==> config.mk <==
export PLATFORM = sky130hd
export DESIGN_NAME = serial_masked_alu
export DESIGN_NICKNAME = d
export VERILOG_FILES = /design/src/rtl/serial_alu_pkg.sv /design/src/rtl/serial_alu_ctrl.sv /design/src/rtl/serial_alu_dpath.sv /design/src/rtl/serial_masked_alu.sv
export SDC_FILE = /design/constraint.sdc
export NUM_CORES = 1
export LEC_CHECK = 0
export BUFFER_PORTS_ARGS = -buffer_cell sky130_fd_sc_hd__buf_2
export CAP_MARGIN = 20
export CORE_AREA = 3 3 40 42
export CTS_BUF_LIST = sky130_fd_sc_hd__clkbuf_16
export CTS_CLUSTER_SIZE = 12
export DETAILED_ROUTE_END_ITERATION = 6
export DIE_AREA = 0 0 43 45
export PLACE_DENSITY = 0.48
export SYNTH_ARGS = -nofsm -noshare
export SYNTH_HDL_FRONTEND = slang
export SYNTH_SLANG_ARGS = --single-unit
==> constraint.sdc <==
create_clock -name clk -period 1.8 [get_ports clk]
set_input_delay 0.54 -clock clk [delete_from_list [all_inputs] [get_ports clk]]
set_output_delay 0.54 -clock clk [all_outputs]
set_load 0.05 [all_outputs]
==> src/rtl/serial_alu_pkg.sv <==
package serial_alu_pkg;

  typedef enum logic [1:0] {
    OP_ADD = 2'd0,
    OP_SUB = 2'd1,
    OP_INC = 2'd2,
    OP_DEC = 2'd3
  } serOp_t;

  // Strobes passed from control to datapath for one bit time
  typedef struct packed {
    logic active;      // this bit time is inside the window
    logic useB;        // B operand takes part
    logic isSub;       // borrow chain instead of carry chain
    logic firstSel;    // first selected bit time of this cycle
    logic initOne;     // initial carry/borrow value is one
    logic latchFlag;   // window has just closed: capture carry
    logic clearCarry;  // start of cycle outside a window
  } serStrb_t;

endpackage

==> src/rtl/serial_alu_ctrl.sv <==
module serial_alu_ctrl
  import serial_alu_pkg::*;
#(
  parameter int CYCLE_BITS = 56
) (
  input  logic       clk,
  input  logic       rstN,
  input  logic       cycleStart,
  input  logic       wordSel,
  input  logic [1:0] opSel,
  output serStrb_t   strb
);

  localparam int CNT_W = $clog2(CYCLE_BITS + 1);
  localparam logic [CNT_W-1:0] CNT_MAX = CNT_W'(CYCLE_BITS);

  logic             seenQ;     // a selected bit has occurred this cycle
  logic             winQ;      // previous bit time was selected
  logic             startedQ;  // at least one cycle has begun
  logic [CNT_W-1:0] bitCnt;    // bit times since the last start
  logic             seenEff;
  serOp_t           op;

  assign op      = serOp_t'(opSel);
  assign seenEff = cycleStart ? 1'b0 : seenQ;

  always_comb begin
    strb            = '0;
    strb.active     = wordSel;
    strb.firstSel   = wordSel && !seenEff;
    strb.useB       = (op == OP_ADD) || (op == OP_SUB);
    strb.isSub      = (op == OP_SUB) || (op == OP_DEC);
    strb.initOne    = (op == OP_INC) || (op == OP_DEC);
    strb.latchFlag  = winQ && (!wordSel || cycleStart);
    strb.clearCarry = cycleStart && !wordSel;
  end

  always_ff @(posedge clk or negedge rstN) begin
    if (!rstN) begin
      seenQ    <= 1'b0;
      winQ     <= 1'b0;
      startedQ <= 1'b0;
      bitCnt   <= '0;
    end else begin
      seenQ <= cycleStart ? wordSel : (seenQ | wordSel);
      winQ  <= wordSel;
      if (cycleStart) begin
        startedQ <= 1'b1;
        bitCnt   <= CNT_W'(1);
      end else if (bitCnt != CNT_MAX) begin
        bitCnt <= bitCnt + CNT_W'(1);
      end
    end
  end

  // the machine cycle has a fixed length once started
  p_cycle_len_r1: assert property (@(posedge clk) disable iff (!rstN)
    (cycleStart && startedQ) |-> (bitCnt == CNT_MAX));

  // the forced initial carry is injected at most once per cycle
  p_first_once_r7: assert property (@(posedge clk) disable iff (!rstN)
    strb.firstSel |=> (!strb.firstSel || cycleStart));

endmodule

==> src/rtl/serial_alu_dpath.sv <==
module serial_alu_dpath
  import serial_alu_pkg::*;
(
  input  logic     clk,
  input  logic     rstN,
  input  logic     aBit,
  input  logic     bBit,
  input  serStrb_t strb,
  output logic     resBit,
  output logic     carryFlag
);

  logic carryQ;
  logic flagQ;
  logic opB;
  logic cin;
  logic aluBit;
  logic cout;

  assign opB    = strb.useB ? bBit : 1'b0;
  assign cin    = strb.firstSel ? strb.initOne : carryQ;
  assign aluBit = aBit ^ opB ^ cin;

  always_comb begin
    if (strb.isSub) cout = (opB & cin) | (~aBit & (opB | cin));
    else            cout = (aBit & opB) | (cin & (aBit | opB));
  end

  assign resBit    = strb.active ? aluBit : aBit;
  assign carryFlag = flagQ;

  always_ff @(posedge clk or negedge rstN) begin
    if (!rstN) begin
      carryQ <= 1'b0;
      flagQ  <= 1'b0;
    end else begin
      if (strb.latchFlag)       flagQ  <= carryQ;
      if (strb.active)          carryQ <= cout;
      else if (strb.clearCarry) carryQ <= 1'b0;
    end
  end

  // flag changes only when a window closes
  p_flag_hold_r6: assert property (@(posedge clk) disable iff (!rstN)
    !strb.latchFlag |=> $stable(carryFlag));

  // carry state is frozen between windows
  p_carry_idle_r2: assert property (@(posedge clk) disable iff (!rstN)
    (!strb.active && !strb.clearCarry) |=> $stable(carryQ));

endmodule

==> src/rtl/serial_masked_alu.sv <==
module serial_masked_alu
  import serial_alu_pkg::*;
#(
  parameter int DIGITS     = 14,
  parameter int DIGIT_BITS = 4
) (
  input  logic       clk,
  input  logic       rstN,
  input  logic       cycleStart,
  input  logic       wordSel,
  input  logic       aBit,
  input  logic       bBit,
  input  logic [1:0] opSel,
  output logic       resBit,
  output logic       carryFlag
);

  localparam int CYCLE_BITS = DIGITS * DIGIT_BITS;

  serStrb_t strb;

  serial_alu_ctrl #(.CYCLE_BITS(CYCLE_BITS)) u_ctrl (
    .clk        (clk),
    .rstN       (rstN),
    .cycleStart (cycleStart),
    .wordSel    (wordSel),
    .opSel      (opSel),
    .strb       (strb)
  );

  serial_alu_dpath u_dpath (
    .clk       (clk),
    .rstN      (rstN),
    .aBit      (aBit),
    .bBit      (bBit),
    .strb      (strb),
    .resBit    (resBit),
    .carryFlag (carryFlag)
  );

  // unselected bit times pass A through
  p_pass_r1: assert property (@(posedge clk) disable iff (!rstN)
    !wordSel |-> (resBit == aBit));

endmodule

After elaboration in Yosys (flattened, before gate mapping)
Cells that the tools add are included.

storage, ports and cells
  register bits = 4
  input bits = 8
  output and inout bits = 2
  logic and storage cells = 38

operators by class
  eq/ne operators = 3
  mux-type cells = 8
  bitwise operators = 12
  reductions and logical operators = 11

operators by type and width
  cell                number
  $mux 1              8
  $or 1x1->1          5
  $and 1x1->1         4
  $eq 2x2->1 const B  2
  $logic_or 1x1->1    4
  $logic_and 1x1->1   3
  $eq 2x1->1 const B  1
  $logic_not 1->1     2
  $logic_not 2->1     1
  $reduce_bool 2->1   1
  $xor 1x1->1         2
  $not 1->1           1

Logic depth before layout (Yosys ltp)
Gate-level depths: netlist of the first run.

  depth in word-level cells = 9
  mapped depth = 5
  mapped depth without buffers = 5

Hierarchy
Synthesis of the first run repeated with hierarchy kept, for this count alone.

unflattened totals
  cells, all modules = 29
  area, all modules = 276.5 um^2

modules (own cells, without submodules)
  module            times used  cells an instance  area an instance (um^2)  seq. area each (um^2)
  serial_alu_dpath  1           17                 173.9                    50.0
  serial_alu_ctrl   1           12                 102.6                    50.0

Worst setup path after synthesis of the first run
No wires, ideal clock.

  path kind = input-to-output
  start = input opSel[1]
  end = output resBit
  data arrival time = 2.342 ns
  data required time = 1.260 ns
  setup slack = -1.082 ns
  stages on the path = 5
  cells stage by stage = and2b_2 -> inv_1 -> ha_1 -> o21a_1 -> o31ai_1

between the ends
  cells in the longest elaborated chain, start to end = 6
  elaborated cells between the ends (all ways) = 11
  classes of those cells = 3 x eq/ne; 3 x mux; 2 x bitwise; 3 x reduce/logical

RTL lines
  item                                                  RTL line                 text
  start, declared                                       serial_masked_alu.sv:13  input logic [1:0] opSel,
  $eq 2x1->1 / $logic_not 2->1 (equally long branches)  serial_alu_ctrl.sv:31    strb.useB = (op == OP_ADD) || (op == OP_SUB);
  $logic_or 1x1->1                                      serial_alu_ctrl.sv:31
  $mux 1                                                serial_alu_dpath.sv:20   assign opB = strb.useB ? bBit : 1'b0;
  $xor 1x1->1                                           serial_alu_dpath.sv:22   assign aluBit = aBit ^ opB ^ cin;
  $xor 1x1->1 *                                         serial_alu_dpath.sv:22
  $mux 1 *                                              serial_alu_dpath.sv:29   assign resBit = strb.active ? aluBit : aBit;
  end, declared                                         serial_masked_alu.sv:14  output logic resBit,

Mark *: on every way between the ends. The rest lies on a longest branch, timed or not.

Worst setup path after layout of the first run
Same ends and word-level chain as after synthesis.

==> metrics.txt, run 1 <==
outcome=complete, but fails checks; failing checks=negative setup slack; CORE AREA=around 1300 um2; DRT Pass-1 Iters=3; final period utilization=120.4%; Post-Route WL=822 um; post-synthesis register bit count=4; Core Rows=13; share of cells above drive strength 1=between 60 and 70%; post-synthesis mux area share=between 3 and 4%; Mapped Area=around 300 um2; critical path class=in -> out; Final Max Slew Viols=0; Hold Crit Class=in -> async; Max Cap Viol=0; CTS sink count=4; die area=1935 um2; sequential cell area=100.1 um2; CTS clk-pin slew, worst paths=around 0.030 ns; first-pass GRT wire length=around 1400 um; most frequent cells in the layout=11 x buf_4, 7 x buf_2, 4 x dfrtp_1; Crit Path Max Fanout=3; grt ovf=0; TritonCTS buffer count=3; fill cell count=131; Least-Margin Pin Slew=between 0.2 and 0.3 ns; Synthesis Warnings=0; Avg WL per Cell=between 10 and 15 um; CP Launch Type=primary input; final setup vio count=1; sequential share of the synthesized area=roughly 33%; Avg Synthesized Cell Area=9.848 um2; clk_lat worst skew=roughly 0.22 ns; Port Buf Inserts=9; Fin. Hold Viols=0; CP Cell Sequence=buf_6 -> and2b_2 -> inv_2 -> ha_4 -> nor3_2 -> o31ai_4 -> buf_6; main combinational cell family by area after synthesis=compound AO/OA/AOI/OAI gates; area of the multi-input gates=approximately 220 um2; Starting Density=between 20% and 30%; placer's final routability congestion estimate=around 0.8; IO Count=10; Root Driver=clkbuf_16; Post-CTS Hold Buffers=0; CP dominant cell by count=buf_6; GRT Util Overall=9.933%; post-synthesis adder-cell area fraction=8.197%; r2r startpoint=u_ctrl.seenQ$_DFF_PN0_; largest net degree at the start of global routing=6; Synth Area in Simple Gates=22.13%; Crit path largest cell delay=0.26 ns; Static Leakage=0.2862 nW; number of global-route vias before repair=about 340; P&R area growth vs syn=86.89%; CTS tree=built; xor and xnor area share after synthesis=0%; Max Root-Sink Buffers=2; hpwl dp=roughly 630 um; Crit-path slowest cell=ha_4; Die W=43 um; unrepaired setup endpoints after global routing=true; Routed Antenna Nets=0; CP Capture Type=output port; Residual DRC=0; drt via density=between 4 and 5; cells after synthesis=31; worst endpoint data arrival time=around 1.6 ns; Die Y=45 um; most common cell after layout, fill and taps aside=buf_4; crit path time final=around 2.2 ns; fin nets=66; initial antenna violation count=0; fmax=roughly 460 MHz; slew margin rel.=about 83%; PnR worst setup slack=-0.3681 ns; CP Launch Point=opSel[1]; n_diodes=0; Worst IR Drop VDD=~0.47 mV; H-tree depth=1; clk_skew=0.003985 ns; Final Power=between 0.0005 and 0.0006 W; Post-Syn Nets=between 40 and 50; drt initial violations=1; Compound-Gate Fraction of Synth Area=~28%; Cell Pwr Density=1022 nW/um2; Cell variety after synth=23; Req. time, crit path=1.26 ns; setup TNS=-0.3681 ns; total number of vias=between 300 and 400
-- worst paths after layout --
check	endpoint	slack, ns	depth (start not counted)
setup / recovery	resBit	-0.37	7
hold / removal	u_ctrl.seenQ$_DFF_PN0_	0.11	1
setup reg to reg	u_dpath.carryQ$_DFFE_PN0P_	0.48	5
hold reg to reg	u_dpath.carryFlag$_DFFE_PN0P_	0.52	1
max in group asynchronous	u_ctrl.winQ$_DFF_PN0_	1.57	1
min in group clk	u_ctrl.winQ$_DFF_PN0_	0.49	1
-- cells in the mapped netlist (all sizes together) --
| cell | count | area [um2] |
|---|---|---|
| a211oi | 1 | 12.51 |
| a21boi | 1 | 7.510 |
| a21oi | 1 | 5.000 |
| a311oi | 1 | 8.760 |
| and2b | 1 | 8.760 |
| and3 | 1 | 7.510 |
| dfrtp | 4 | 100.1 |
| ha | 2 | 25.02 |
| inv | 4 | 15.01 |
| mux2 | 1 | 11.26 |
| nand2 | 2 | 7.510 |
| nand2b | 2 | 20.02 |
| nor2 | 1 | 3.750 |
| nor2b | 1 | 6.260 |
| nor3 | 1 | 5.000 |
| o2111ai | 1 | 15.01 |
| o211a | 1 | 10.01 |
| o21a | 1 | 7.510 |
| o21ai | 1 | 5.000 |
| o21bai | 1 | 7.510 |
| o31ai | 1 | 7.510 |
| or3b | 1 | 8.760 |
-- timing repair --
action	in CTS	in global routing
gates resized for setup	6	0
pin swaps	1	1
buffers inserted	1	1
endpoints found under the setup margin	1	1
-- flip-flops by register name (all words and copies together) (netlist names) --
name / count
u_ctrl.seenQ: 1
u_dpath.carryQ: 1
u_dpath.carryFlag: 1
u_ctrl.winQ: 1
-- metal layers --
metal | vias to the layer above | part of all wire, % | track usage [%]
li1 | 161 | - | -
met5 | - | 0 | 0
met4 | 0 | 0 | 1.807
met3 | 0 | 3.8 | 3.586
met1 | 149 | 42 | 10.92
met2 | 4 | 54 | 18.56
-- through the flow --
step / hold slack (ns) / area [um2] / util, % / setup slack [ns] / std cells
6_report: 0.1128 / 570.5 / 44.40 / -0.3681 / 69
5_1_grt: 0.1193 / 570.5 / 44.40 / -0.4033 / 69
4_1_cts: 0.1136 / 563.0 / 43.82 / -0.3877 / 68
3_5_place_dp: 0.3474 / 457.9 / 35.64 / -0.6086 / 65
3_3_place_gp: 0.3441 / 457.9 / 35.64 / -0.5813 / 65
2_1_floorplan: 0.2444 / 319.1 / - / -0.4127 / 31
-- critical path: cells and delay by family --
kind / cells / cell delay [ns]
and+or+nand+nor: 2 / 0.27
buffers and inverters: 3 / 0.32
adders and majority gates: 1 / 0.26
AOI/OAI and AO/OA: 1 / 0.23
-- final cells by class --
type                       instances  share of cell area [%]
sequential                         4                   17.54
multi-input combinational         23                   38.82
timing repair buffer              20                   24.56
clock buffer                       3                   13.16
tap                               15                   3.289
inverter                           4                   2.632
-- power breakdown --
part	total, W	switching (W)	internal, W
logic	0.000135	0.0000723	0.0000626
registers	0.000106	0.00000554	0.000100
clock network	0.000342	0.0000588	0.000283
total	0.000583	0.000137	0.000446
-- logic make-up (layout without fill, tap and decap cells) --
kind of cell | count (synthesis) | in the layout
buffers and inverters | 4 | 27
AND/OR/NAND/NOR | 10 | 10
adder cells (fa/ha/maj) | 2 | 2
flip-flops | 4 | 4
AO/OA/AOI/OAI | 10 | 10
multiplexers | 1 | 1
Note: power is estimated with default switching activity, not from simulation.
==> run 2, diff against run 1 <==
--- a/config.mk
+++ b/config.mk
@@ -5,6 +5,7 @@
 export SDC_FILE = /design/constraint.sdc
 export NUM_CORES = 1
 export LEC_CHECK = 0
+export ABC_AREA = 0
 export BUFFER_PORTS_ARGS = -buffer_cell sky130_fd_sc_hd__buf_2
 export CAP_MARGIN = 20
 export CORE_AREA = 3 3 40 42
==> constraint.sdc (replaced) <==
create_clock -name clk -period 1.8 [get_ports clk]
set_input_delay 0.36 -clock clk [delete_from_list [all_inputs] [get_ports clk]]
set_output_delay 0.36 -clock clk [all_outputs]
set_load 0.05 [all_outputs]
==> metrics.txt, run 2 (same netlist as run 1, synthesis figures left out) <==
Routed Antenna Nets=0; die area=around 1900 um2; Die Y=45 um; Crit path largest cell delay=about 0.40 ns; Core Rows=13; critical path class=reg -> out; reg-to-reg endpoint=u_dpath.carryQ$_DFFE_PN0P_; setup slack on the worst flop-to-flop path=0.53 ns; most frequent cells in the layout=10 x buf_4, 8 x buf_2, 4 x dfrtp_1; Crit Path Max Fanout=3; DRT Pass-1 Iters=4; Crit-path slowest cell=dfrtp_1; clk_lat worst skew=0.23 ns; TritonCTS buffer count=3; HP Start=wordSel; Cell Pwr Density=1021 nW/um2; Port Buf Inserts=9; clk_skew=0.005653 ns; outcome=complete, but fails checks; Non-Filler Instances=69; Least-Margin Pin Slew=~0.26 ns; Max Cap Viol=0; GRT Util Overall=around a tenth; Final Max Slew Viols=0; crit path time final=around 1.8 ns; Crit path buffers/inverters=2; number of global-route vias before repair=330; P&R area growth vs syn=88.11%; R2R depth=5; Hold Crit Class=in -> reg; fin nets=66; worst endpoint data arrival time=1.46 ns; Starting Density=a little under a quarter; most common cell after layout, fill and taps aside=buf_4; IO Count=10; final period utilization=101.3%; placer's final routability congestion estimate=roughly 0.74; Static Leakage=roughly 0.28 nW; Hold Path Depth=1; hpwl dp=632.5 um; slew margin rel.=between 80% and 90%; CP Launch Type=flip-flop; Root Driver=clkbuf_16; CORE AREA=~1300 um2; unrepaired setup endpoints after global routing=true; fin area=between 500 and 600 um2; CP Launch Point=u_ctrl.seenQ$_DFF_PN0_; total number of vias=318; Post-CTS Setup Repair Bufs=0; Max Root-Sink Buffers=2; n_diodes=0; Die W=43 um; Worst IR Drop VDD=about 0.36 mV; initial antenna violation count=0; final setup vio count=1; Fin. Hold Viols=0; CTS clk-pin slew, worst paths=0.03 ns; Residual DRC=0; fmax=roughly 550 MHz; drt via density=4.609; grt ovf=0; first-pass GRT wire length=1338 um; PnR worst setup slack=-0.02397 ns; Largest delay share family, worst path=compound AO/OA/AOI/OAI gates; Placed Cells=66; CP Capture Type=output port; dpl cell area=between 400 and 500 um2; Avg WL per Cell=~12 um; r2r startpoint=u_ctrl.seenQ$_DFF_PN0_; share of cells above drive strength 1=slightly above 60%; Req. time, crit path=around 1.4 ns; drt initial violations=5; CTS sink count=4; CP Cell Sequence=nand2b_4 -> a21boi_2 -> buf_4 -> o21a_1 -> o31ai_4 -> buf_6; Post-Route WL=a little over 800 um; H-tree depth=1; failing checks=negative setup slack; largest net degree at the start of global routing=7; CTS tree=built; hold endpoint=u_ctrl.winQ$_DFF_PN0_
[run 2: worst max-delay path by stage]
stage / to / slack, ns / depth (start not counted)
2_1_floorplan: resBit / -0.05 / 5
3_3_place_gp: resBit / -0.22 / 8
3_5_place_dp: resBit / -0.22 / 8
4_1_cts: resBit / -0.08 / 6
5_1_grt: resBit / -0.09 / 6
6_report: resBit / -0.02 / 6
[run 2: report_power, final]
| part | switching [W] | leakage, nW | internal [W] | total [W] |
|---|---|---|---|---|
| registers | 0.00000479 | 0.0466 | 0.000100 | 0.000105 |
| logic | 0.0000717 | 0.198 | 0.0000631 | 0.000135 |
| clock network | 0.0000624 | 0.0370 | 0.000284 | 0.000346 |
[run 2: layout make-up]
type                       instances  area, um2
multi-input combinational         23      229.0
clock buffer                       3      75.07
timing repair buffer              20      136.4
tap                               15      18.77
inverter                           4      15.01
sequential                         4      100.1
fill                             131      710.7
[run 2: stage by stage]
step	util [%]	setup slack, ns	hold WS, ns	power (W)	TNS (ns)
5_1_grt	44.69	-0.09459	0.3332	0.0006140	-0.09459
3_3_place_gp	36.22	-0.2223	0.1644	0.0002307	-0.2223
3_5_place_dp	36.22	-0.2241	0.1764	0.0002319	-0.2241
2_1_floorplan	-	-0.05267	0.06441	0.0001786	-0.05267
6_report	44.69	-0.02397	0.3345	0.0005862	-0.02397
4_1_cts	44.89	-0.08189	0.3304	0.0005956	-0.08189
[run 2: layer usage]
layer	wire length, um	part of all wire [%]	vias to the layer above	global-route usage (%)
li1	-	-	161	-
met3	30	3.7	0	2.390
met1	330	41	149	9.903
met5	0	0	-	0
met2	449	55	8	17.07
met4	0	0	0	7.229
[run 2: what timing repair did]
item / CTS / global route
gates resized for setup: 6 / 1
hold buffers: 1 / 0
pin swaps: 3 / 1
hold endpoints to repair: 4 / 0
setup endpoints to repair: 1 / 1
==> run 3, diff against run 2 <==
--- a/config.mk
+++ b/config.mk
@@ -13,7 +13,7 @@
 export CTS_CLUSTER_SIZE = 12
 export DETAILED_ROUTE_END_ITERATION = 6
 export DIE_AREA = 0 0 43 45
-export PLACE_DENSITY = 0.48
+export PLACE_DENSITY_LB_ADDON = 0.08
 export SYNTH_ARGS = -nofsm -noshare
 export SYNTH_HDL_FRONTEND = slang
 export SYNTH_SLANG_ARGS = --single-unit
==> constraint.sdc (replaced) <==
create_clock -name clk -period 1.71 [get_ports clk]
set_input_delay 0.342 -clock clk [delete_from_list [all_inputs] [get_ports clk]]
set_output_delay 0.342 -clock clk [all_outputs]
set_load 0.05 [all_outputs]
==> metrics.txt, run 3 (same netlist as run 1, synthesis figures left out) <==
failing checks=negative setup slack; Worst IR Drop VDD=about 0.38 mV; Avg WL per Cell=about 12 um; Non-Filler Instances=between 60 and 70; final setup vio count=1; final period utilization=103.6%; Crit-path slowest cell=dfrtp_1; Core Rows=13; sequential cell area=approximately 100 um2; Port Buf Inserts=9; total number of vias=roughly 310; dpl cell area=between 400 and 500 um2; Final Max Slew Viols=0; fin area=~570 um2; R2R depth=5; Crit path buffers/inverters=1; most frequent cells in the layout=9 x buf_4, 8 x buf_2, 4 x dfrtp_1; largest net degree at the start of global routing=6; Die Y=45 um; clk_skew=0.0009522 ns; slew margin rel.=83.70%; Cell Pwr Density=~1100 nW/um2; Hold Crit Class=in -> reg; Die W=43 um; drt via density=between 4 and 5; Crit Path Max Fanout=3; Crit path depth=5; Max Cap Viol=0; CTS tree=built; Residual DRC=0; Post-CTS Setup Repair Bufs=0; DRT Pass-1 Iters=2; wl on met1=between 300 and 400 um; Max Used Layer=met4; CORE AREA=around 1300 um2; TritonCTS buffer count=3; post-place setup slack=-0.2464 ns; most common cell after layout, fill and taps aside=buf_4; reg-to-reg endpoint=u_dpath.carryQ$_DFFE_PN0P_; Largest delay share family, worst path=flip-flops; r2r startpoint=u_ctrl.seenQ$_DFF_PN0_; unrepaired setup endpoints after global routing=true; Least-Margin Pin Slew=about 0.25 ns; drt initial violations=2; CP Launch Point=u_ctrl.seenQ$_DFF_PN0_; setup slack on the worst flop-to-flop path=~0.5 ns; CP Cell Sequence=nand2b_4 -> and3_4 -> o21a_1 -> o31ai_4 -> buf_6; fin nets=65; n_diodes=0; Max Root-Sink Buffers=2; Fin. Hold Viols=0; Crit path largest cell delay=between 0.3 and 0.4 ns; Static Leakage=0.2784 nW; number of global-route vias before repair=between 200 and 300; Final Power=approximately 0.00061 W; critical path class=reg -> out; Req. time, crit path=1.37 ns; Routed Antenna Nets=0; Placed Cells=64; clk_lat worst skew=around 0.22 ns; CP Launch Type=flip-flop; Critical Path Sink=resBit; crit path time final=approximately 1.8 ns; Root Driver=clkbuf_16; Post-Route WL=between 700 and 800 um; H-tree depth=1; share of cells above drive strength 1=60.38%; Met2 Routed Length=roughly 380 um; hpwl dp=approximately 650 um; placer's final routability congestion estimate=0.7753; outcome=complete, but fails checks; fmax=about 560 MHz; initial antenna violation count=0; routed wl met3=39 um; PnR worst setup slack=-0.06076 ns; GRT Util Overall=approximately 9.8%; CTS sink count=4; grt ovf=0; first-pass GRT wire length=~1300 um; Starting Density=between 20% and 30%; CTS clk-pin slew, worst paths=approximately 0.03 ns; fill cell count=approximately 120; setup TNS=-0.06076 ns; P&R area growth vs syn=85.66%; area of the multi-input gates=~230 um2; CP Capture Type=output port; die area=about 1900 um2; IO Count=10; Hold Path Depth=2; worst endpoint data arrival time=approximately 1.4 ns
[run 3: how the worst min path moves through the flow]
stage / slack (ns) / startpoint / end
final: 0.43 / wordSel / u_ctrl.winQ$_DFF_PN0_
after global routing: 0.44 / wordSel / u_ctrl.winQ$_DFF_PN0_
after CTS: 0.43 / wordSel / u_ctrl.winQ$_DFF_PN0_
after detailed placement: 0.15 / rstN / u_dpath.carryFlag$_DFFE_PN0P_
after global placement: 0.15 / rstN / u_ctrl.seenQ$_DFF_PN0_
after floorplan: 0.05 / rstN / u_ctrl.seenQ$_DFF_PN0_
[run 3: metrics by stage]
step	hold slack [ns]	utilization, %
detailed placement	0.1525	35.05
global placement	0.1472	35.05
floorplan	0.04641	-
finish	0.4316	44.11
CTS	0.4311	44.11
global route	0.4445	44.11
[run 3: cell type report]
type,count,share of cell area [%]
Multi-Input combinational cell,23,40.40
Clock buffer,3,13.25
Tap cell,15,3.311
Timing Repair Buffer,19,22.74
Inverter,4,2.649
Sequential cell,4,17.66
[run 3: timing repair]
action                                  in CTS  in global routing
resized for setup                            7                  0
endpoints found under the setup margin       1                  1
pin swaps                                    1                  0
hold buffers                                 1                  0
cloned                                       0                  0
hold endpoints to repair                     4                  0
[run 3: per-layer routing]
metal / global-route usage, % / vias to the layer above
li1: - / 157
met3: 3.586 / 4
met5: 0 / -
met4: 9.036 / 0
met1: 10.46 / 137
met2: 14.97 / 10
[run 3: worst reg2reg max path: cells and delay by family (launching register included)]
family / cells / cell delay [ns]
compound gates: 2 / 0.31
buf+inv: 1 / 0.11
simple gates: 2 / 0.30
flops: 1 / 0.40
[run 3: power breakdown]
part / total (W) / internal [W] / leakage [nW] / switching [W]
registers: 0.000111 / 0.000106 / 0.0466 / 0.00000580
logic: 0.000137 / 0.0000632 / 0.195 / 0.0000740
clock network: 0.000359 / 0.000298 / 0.0370 / 0.0000606
